File: src/rtl/assoc_store.sv
module assoc_store #(
  parameter int ENTRIES = 8,
  parameter int GEN_W   = 4,
  parameter int NAME_W  = 8,
  parameter int IDX_W   = 8,
  parameter int DATA_W  = 16,
  parameter int LEN_W   = 6,
  parameter int PTR_W   = 6,
  parameter int AUX_W   = 4
) (
  input  logic              clk,
  input  logic              rst_n,
  input  logic [2:0]        cmd_op,
  input  logic [2:0]        cmd_care,
  input  logic [GEN_W-1:0]  cmd_gen,
  input  logic [NAME_W-1:0] cmd_name,
  input  logic [IDX_W-1:0]  cmd_idx,
  input  logic [DATA_W-1:0] cmd_data,
  input  logic [LEN_W-1:0]  cmd_len,
  input  logic [PTR_W-1:0]  cmd_ptr,
  input  logic [AUX_W-1:0]  cmd_aux,
  output logic              rsp_valid,
  output logic              rsp_hit,
  output logic              rsp_miss,
  output logic              rsp_multi,
  output logic              rsp_full,
  output logic [DATA_W-1:0] rsp_data,
  output logic [LEN_W-1:0]  rsp_len,
  output logic [PTR_W-1:0]  rsp_ptr,
  output logic [AUX_W-1:0]  rsp_aux
);
  localparam int SLOT_W = (ENTRIES > 1) ? $clog2(ENTRIES) : 1;
  localparam logic [2:0] OP_READ = 3'd1, OP_WRITE = 3'd2, OP_PUSH = 3'd3, OP_POP = 3'd4;

  logic [ENTRIES-1:0] live_q;
  logic [GEN_W-1:0]   gen_q  [ENTRIES];
  logic [NAME_W-1:0]  name_q [ENTRIES];
  logic [IDX_W-1:0]   idx_q  [ENTRIES];
  logic [DATA_W-1:0]  data_q [ENTRIES];
  logic [LEN_W-1:0]   len_q  [ENTRIES];
  logic [PTR_W-1:0]   ptr_q  [ENTRIES];
  logic [AUX_W-1:0]   aux_q  [ENTRIES];

  logic [ENTRIES-1:0] key_hit, same_name, top_hit, pick;

  for (genvar e = 0; e < ENTRIES; e++) begin : g_cmp
    assign same_name[e] = live_q[e] && (name_q[e] == cmd_name);
    assign top_hit[e]   = same_name[e] && (gen_q[e] == '0);
    assign key_hit[e]   = live_q[e]
                        && (!cmd_care[0] || gen_q[e]  == cmd_gen)
                        && (!cmd_care[1] || name_q[e] == cmd_name)
                        && (!cmd_care[2] || idx_q[e]  == cmd_idx);
  end

  assign pick = (cmd_op == OP_POP) ? top_hit : key_hit;

  logic              pick_any, pick_many, free_any;
  logic [SLOT_W-1:0] pick_slot, free_slot;

  always_comb begin
    pick_any  = 1'b0;
    pick_many = 1'b0;
    pick_slot = '0;
    free_any  = 1'b0;
    free_slot = '0;
    for (int e = 0; e < ENTRIES; e++) begin
      if (pick[e]) begin
        if (pick_any) pick_many = 1'b1;
        else begin
          pick_any  = 1'b1;
          pick_slot = SLOT_W'(e);
        end
      end
      if (!live_q[e] && !free_any) begin
        free_any  = 1'b1;
        free_slot = SLOT_W'(e);
      end
    end
  end

  wire is_read  = (cmd_op == OP_READ);
  wire is_write = (cmd_op == OP_WRITE);
  wire is_push  = (cmd_op == OP_PUSH);
  wire is_pop   = (cmd_op == OP_POP);
  wire returns  = is_read || is_pop;
  wire do_alloc = (is_write && !pick_any && free_any) || (is_push && free_any);
  wire do_pop   = is_pop && pick_any;

  always_ff @(posedge clk or negedge rst_n) begin
    if (!rst_n) begin
      live_q    <= '0;
      rsp_valid <= 1'b0;
      rsp_hit   <= 1'b0;
      rsp_miss  <= 1'b0;
      rsp_multi <= 1'b0;
      rsp_full  <= 1'b0;
      rsp_data  <= '0;
      rsp_len   <= '0;
      rsp_ptr   <= '0;
      rsp_aux   <= '0;
      for (int e = 0; e < ENTRIES; e++) begin
        gen_q[e]  <= '0;
        name_q[e] <= '0;
        idx_q[e]  <= '0;
        data_q[e] <= '0;
        len_q[e]  <= '0;
        ptr_q[e]  <= '0;
        aux_q[e]  <= '0;
      end
    end else begin
      rsp_valid <= (cmd_op != 3'd0);
      rsp_hit   <= (returns || is_write) && pick_any;
      rsp_multi <= (returns || is_write) && pick_many;
      rsp_miss  <= returns && !pick_any;
      rsp_full  <= !free_any && (is_push || (is_write && !pick_any));
      rsp_data  <= (returns && pick_any) ? data_q[pick_slot] : '0;
      rsp_len   <= (returns && pick_any) ? len_q[pick_slot]  : '0;
      rsp_ptr   <= (returns && pick_any) ? ptr_q[pick_slot]  : '0;
      rsp_aux   <= (returns && pick_any) ? aux_q[pick_slot]  : '0;

      for (int e = 0; e < ENTRIES; e++) begin
        if (is_write && key_hit[e]) begin
          data_q[e] <= cmd_data;
          len_q[e]  <= cmd_len;
          ptr_q[e]  <= cmd_ptr;
          aux_q[e]  <= cmd_aux;
        end
        if (do_alloc && SLOT_W'(e) == free_slot) begin
          live_q[e] <= 1'b1;
          gen_q[e]  <= is_push ? '0 : cmd_gen;
          name_q[e] <= cmd_name;
          idx_q[e]  <= cmd_idx;
          data_q[e] <= cmd_data;
          len_q[e]  <= cmd_len;
          ptr_q[e]  <= cmd_ptr;
          aux_q[e]  <= cmd_aux;
        end
        if (is_push && free_any && same_name[e])
          gen_q[e] <= gen_q[e] + 1'b1;
        if (do_pop) begin
          if (SLOT_W'(e) == pick_slot)
            live_q[e] <= 1'b0;
          else if (same_name[e] && gen_q[e] != '0)
            gen_q[e] <= gen_q[e] - 1'b1;
        end
      end
    end
  end
endmodule

File: config.mk
export PLATFORM = sky130hd
export DESIGN_NAME = assoc_store
export DESIGN_NICKNAME = d
export VERILOG_FILES = /design/src/rtl/assoc_store.sv
export SDC_FILE = /design/constraint.sdc
export NUM_CORES = 1
export LEC_CHECK = 0
export ABC_AREA = 1
export ABC_CLOCK_PERIOD_IN_PS = 2300
export BUFFER_PORTS_ARGS = -buffer_cell sky130_fd_sc_hd__buf_2
export CORE_MARGIN = 2
export CORE_UTILIZATION = 50
export DETAILED_ROUTE_END_ITERATION = 10
export PLACE_DENSITY_LB_ADDON = 0.15
export REMOVE_ABC_BUFFERS = 1
export SYNTH_ARGS = -nofsm -noshare
export SYNTH_HDL_FRONTEND = slang
export SYNTH_SLANG_ARGS = --single-unit
File: constraint.sdc
create_clock -name clk -period 2.3 [get_ports clk]
set_input_delay 0.46 -clock clk [delete_from_list [all_inputs] [get_ports clk]]
set_output_delay 0.46 -clock clk [all_outputs]
set_load 0.005 [all_outputs]
After elaboration in Yosys (flattened, before gate mapping)
Index checks and enable logic that the tools add are counted.

word-level totals
  register bits after elaboration = 461
  bits of input ports = 60
  output and inout bits = 37
  word-level logic and storage cells = 484

operators by class
  $add $sub $neg = 16
  magnitude comparators = 1
  equal/unequal tests = 42
  muxes and demuxes = 197
  bitwise operators = 1
  reductions and logical operators = 161

operator list
  operator                                             number
  2-to-1 mux 16 bit                                    19
  2-to-1 mux 4 bit                                     60
  2-to-1 mux 6 bit                                     38
  equality test 8 bit                                  16
  logical AND 1 bit                                    88
  2-to-1 mux 1 bit                                     57
  2-to-1 mux 3 bit                                     18
  binary-select mux 16 bit (select 3 bit)              1
  binary-select mux 6 bit (select 3 bit)               2
  adder 4 x 1 -> 4 bit, second input constant          8
  equality test 4 bit                                  8
  zero test 4 bit                                      8
  nonzero test 4 bit                                   8
  subtractor 4 x 1 -> 4 bit, second input constant     8
  logical OR 1 bit                                     28
  equality test 3 bit, first input constant            8
  zero test 1 bit                                      18
  nonzero test 2 bit                                   8
  binary-select mux 4 bit (select 3 bit)               1
  equality test 2 x 3 -> 1 bit, first input constant   4
  2-to-1 mux 8 bit                                     1
  equality test 1 x 3 -> 1 bit, first input constant   2
  equality test 3 x 2 -> 1 bit, second input constant  2
  zero test 3 bit                                      2
  5 further kinds                                      5

Depth between registers and ports, before layout
  depth after elaboration = 29
  mapped depth = 26
  gate-level depth less buffers = 23

Least setup slack after synthesis
No wires, ideal clock.

  path type = input -> register
  start = in cmd_name[2]
  end = reg rsp_data[10]
  library setup time = 117 ps
  arrival = 2457 ps
  setup slack = -274 ps
  stages = 23
  path buffers = 3
  cells stage by stage = buf_4 -> inv_2 -> nand2_1 -> nand2_1 -> nand3_1 -> nor2_1 -> nand2_2 -> nor2_2 -> nand3_1 -> nand2_2 -> nor2_4 -> nand3_1 -> nand3_1 -> nand2_2 -> buf_4 -> buf_2 -> nand3_1 -> nand2_1 -> nand2_1 -> nand2_1 -> nand2_1 -> nand2_1 -> nor2_1

between the ends
  cells in the longest elaborated chain, start to end = 25

RTL lines
  element                                               line    source
  start, declared                                       16      input logic [NAME_W-1:0] cmd_name,
  equality test 8 bit                                   47, 51
  logical OR 1 bit                                      51      && (!cmd_care[1] || name_q[e] == cmd_name)
  logical AND 1 bit                                     51
  logical AND 1 bit                                     52      && (!cmd_care[2] || idx_q[e] == cmd_idx);
  2-to-1 mux 8 bit *                                    55      assign pick = (cmd_op == OP_POP) ? top_hit : key_hit;
  2-to-1 mux 1 bit                                      67      if (pick[e]) begin
  2-to-1 mux 1 bit                                      68      if (pick_any) pick_many = 1'b1;
  2-to-1 mux 1 bit                                      67
  [8 not listed]                                        n/a
  2-to-1 mux 3 bit                                      68
  2-to-1 mux 3 bit                                      67
  2-to-1 mux 3 bit                                      68
  2-to-1 mux 3 bit                                      67
  NOT 3 -> 4 bit (implied by the code)                  116     rsp_data <= (returns && pick_any) ? data_q[pick_slot] : '0;
  binary-select mux 16 bit (select 3 bit)               116
  2-to-1 mux 16 bit (implied by the code) (2 in a row)  116
  2-to-1 mux 16 bit *                                   116
  end signal, assigned                                  116
  end, declared                                         27      output logic [DATA_W-1:0] rsp_data,

Mark *: on every way between the ends. The rest lies on a longest branch, timed or not. The select of a mux whose other input is x is not followed.
A chain may end at the register's enable or synchronous reset.

Worst setup path after layout
  start = reg name_q[25] (netlist bit)
  end = reg rsp_data[3]

between the ends
  cells in the longest elaborated chain, start to end = 17

RTL lines
  element                                               line    source
  start, declared                                       37      logic [NAME_W-1:0] name_q [ENTRIES];
  start signal, assigned by index                       131     name_q[e] <= cmd_name;
  equality test 8 bit *                                 47, 51
  logical OR 1 bit                                      51
  logical AND 1 bit                                     51
  logical AND 1 bit                                     52
  2-to-1 mux 8 bit *                                    55
  2-to-1 mux 3 bit or 2-to-1 mux 1 bit (tied branches)  67
  2-to-1 mux 3 bit                                      68
  2-to-1 mux 3 bit                                      67
  2-to-1 mux 3 bit                                      68
  2-to-1 mux 3 bit                                      67
  2-to-1 mux 3 bit                                      68
  2-to-1 mux 3 bit                                      67
  NOT 3 -> 4 bit (implied by the code)                  116
  binary-select mux 16 bit (select 3 bit)               116
  2-to-1 mux 16 bit (implied by the code) (2 in a row)  116
  2-to-1 mux 16 bit *                                   116

Marked as above.

==> summary.txt <==
Global routing
  – Vias in the first global route: 22440
  – Global-route wire length before repair: 118.2 mm
  – Total grt overflow: 0
  – Largest net degree at the start of global routing: 62
  – GR Util All Layers: 28.92%
  – Initial antenna violation count: 7

Worst setup path
  – Worst-path fanout max: 8
  – CP Launch Type: register
  – Delay-heaviest family, CP: simple AND/OR/NAND/NOR gates
  – Critical Path Stages: 24
  – Crit path launch: name_q[25]
  – Worst Path Required: 2800 ps
  – CP bufs+invs: 5
  – FF-to-FF path depth: 24
  – Kind of critical path: register to register
  – R2r startpoint: name_q[25]
  – Most used cell, CP: nand2_2
  – Crit path largest cell delay: 400 ps
  – Critical Path AT: 3250 ps
  – Crit end category: register
  – CP max stage cell: dfrtp_1
  – Worst path cell trace: inv_1 > nand2_1 > nand2_1 > nand3_1 > nor2_2 > nand2_2 > nor2_4 > nand2_1 > nand2_2 > nand2_2 > buf_4 > inv_2 > nand3_2 > nand3_4 > nand2_4 > nand2_8 > nor2_4 > buf_12 > buf_12 > nand2_2 > nand2_2 > nor2_1 > nor2_1 > nor2_1

Layout
  – Most frequent cells in the layout: nand2_1 (1038), dfrtp_1 (461), inv_1 (386), buf_4 (290), o21ai_0 (264)
  – Post-route cell area: about 0.032 mm^2
  – Area Overhead vs Synth: 30.57%
  – Final core utilization: 66.22%
  – Fraction of layout cells with a size suffix above 1: between 20% and 30%
  – Most common cell after layout, fill and taps aside: nand2_1
  – # nets final: roughly 3800

Clock network
  – Worst-path clk slew: about 60 ps
  – Num Clock Sinks: 461
  – CTS H-tree lvls: 2
  – Number of CTS-inserted buffers: 51
  – CTS tree: built
  – Worst skew pair latency: 630 ps
  – Root buf cell: clkbuf_16
  – Clk buf depth: 3

Hold path
  – Hold Crit Start: cmd_data[5]
  – Hold Path Stages: 3
  – Hold Crit Class: primary input to register

STA
  – Setup violators final: 457
  – Setup slack after layout: -452.0 ps
  – Number of slew-limit violations in the final report: 0
  – Clk_skew: 36.15 ps
  – Post-layout minimum cycle time: between 2000 and 3000 ps
  – Achievable Freq: 363.4 MHz
  – Sum Neg Setup Slack: -135830 ps
  – Final worst path period share: 119.7%
  – Max-slew headroom: 52.59%
  – RSZ-0062 raised after global routing: true
  – Worst-margin pin slew: 708.5 ps
  – Final Hold Vio Count: 0

Pwr
  – Power share of the clock group: between 20 and 25%
  – Switching pwr: 0.01418 W
  – Combinational share of power: 43.0%
  – Total design power: 0.03766 W
  – Pleak: ~16 nW
  – Max VDD drop: roughly 0.65 mV
  – PwrDens: 1159 mW/mm^2
  – Int Power: between 0.02 and 0.025 W
  – Sequential share of power: a little over a third
  – Switching Fraction: 37.65%

Yosys
  – Synth async-reset ratio: 100.0%
  – Post-Synthesis Cells: between 3000 and 4000
  – Synth Register Bits: 461
  – Count of flip-flops with a built-in enable after synthesis: 0
  – Avg Inst Size Synth: 7.382 um^2
  – Syn. warnings: 0
  – Sequential element share of the synthesized area: 46.37%
  – Synth Cell Area: 0.02488 mm^2
  – Synth cell types: 45
  – Top FF cell, synth: dfrtp_1

Die
  – Initial Util: about 51%
  – Die height: 227.1 um
  – Row cnt: 81
  – Core Area: 0.04905 mm^2
  – I/O pins: 97
  – Die width: 227.1 um
  – Die area: around 0.052 mm^2

Route
  – # DRC: 0
  – Final WL: 77.80 mm
  – Via density per instance: 5.320
  – Post-DRT Antenna Nets: 0
  – Routed vias: 23600
  – First-pass iteration count of the detailed router: 6
  – Routed WL per cell: 17.54 um
  – DR iter-0 viols: 2197

Flow run
  – MaxCap Viol Count: 0

Placement
  – Placed Instance Area: 0.02841 mm^2
  – Final Wtd Congestion: 0.9283
  – Port bufs: between 90 and 100
  – Post-DP HPWL: 47.92 mm
  – DP Worst Slack: -972.5 ps

Status
  – Status: finished, violations left
  – Failing checks: setup timing
==> area by class of cell <==
cell class                 count  area, um^2
antenna                        3       7.507
clock buffer                  76        1480
clock inverter                19       221.5
fill                        4056       16570
inverter                     418        1594
multi-input combinational   2278       11560
sequential                   461       11540
tap                          664       830.8
timing repair buffer         517        5256
==> kinds of logic after synthesis <==
logic type | Yosys count | synth area share [%]
xor+xnor | 114 | 4.013
flops | 461 | 46.37
compound gates | 488 | 10.28
simple gates | 1658 | 27.20
fa+ha+maj | 18 | 0.9053
buf+inv | 631 | 11.23
==> metal layers <==
layer / GRT usage (%) / vias up / share of wire [%]
met4: 7.906 / 6 / 2.3
li1: - / 11190 / -
met2: 46.26 / 910 / 46
met3: 3.898 / 138 / 8.0
met5: 0 / - / 0.044
met1: 41.46 / 11350 / 44
==> path summary, 6_finish.rpt <==
path	to	slack [ps]
min	data_q[117]	150
max	rsp_data[3]	-450
min reg2reg	name_q[3]	510
max reg2reg	rsp_data[3]	-450
min in group asynchronous	data_q[20]	410
max in group asynchronous	idx_q[15]	1110
==> cells in the mapped netlist, types with 21 or more instances <==
cell	count	area [um^2]
nand2_1	1142	4287
dfrtp_1	461	11540
inv_1	395	1483
o21ai_0	317	1587
nand3_1	208	1041
nor2_1	204	765.7
o21ai_1	102	510.5
buf_2	101	505.5
xnor2_1	77	674.4
nand4_1	53	331.6
a21oi_1	43	215.2
buf_4	42	315.3
clkbuf_1	38	142.6
xor2_1	37	324.1
inv_2	21	78.83
==> through the flow <==
| stage | hold slack (ps) | instances |
|---|---|---|
| floorplan | 164.4 | 3157 |
| global placement | 451.8 | 4265 |
| detailed placement | 459.3 | 4265 |
| CTS | 125.7 | 4395 |
| global route | 153.7 | 4435 |
| finish | 147.8 | 4436 |
==> worst register-to-register path: stages (launching register included) <==
cell,delay (ps)
dfrtp_1,400
inv_1,60
nand2_1,50
nand2_1,70
nand3_1,80
nor2_2,140
nand2_2,110
nor2_4,120
nand2_1,90
nand2_2,80
nand2_2,70
buf_4,140
inv_2,40
nand3_2,110
nand3_4,100
nand2_4,90
nand2_8,120
nor2_4,60
buf_12,140
buf_12,140
nand2_2,60
nand2_2,60
nor2_1,90
nor2_1,40
nor2_1,170
==> timing repair <==
item / CTS / global route
pin swaps: 58 / 59
setup endpoints to repair: 458 / 458
hold endpoints to repair: 39 / 0
cloned: 11 / 19
resized for setup: 227 / 178
hold buffers: 1 / 0
buffers inserted: 23 / 19
==> state kept, by name (all words and copies together), names as in the netlist, 4 cells and up <==
signal,flops
idx_q,64
gen_q,32
aux_q,32
data_q,128
ptr_q,48
name_q,64
rsp_aux,4
live_q,8
rsp_data,16
rsp_len,6
len_q,48
rsp_ptr,6
==> power by group through the flow <==
stage	combinational [W]	clock [W]	sequential, W
after floorplan	0.00841	0	0.0129
after global placement	0.0131	0	0.0131
after detailed placement	0.0135	0	0.0132
after CTS	0.0148	0.00845	0.0131
after global routing	0.0180	0.00874	0.0135
final	0.0162	0.00832	0.0132
Power figures use the tool's default switching activity.
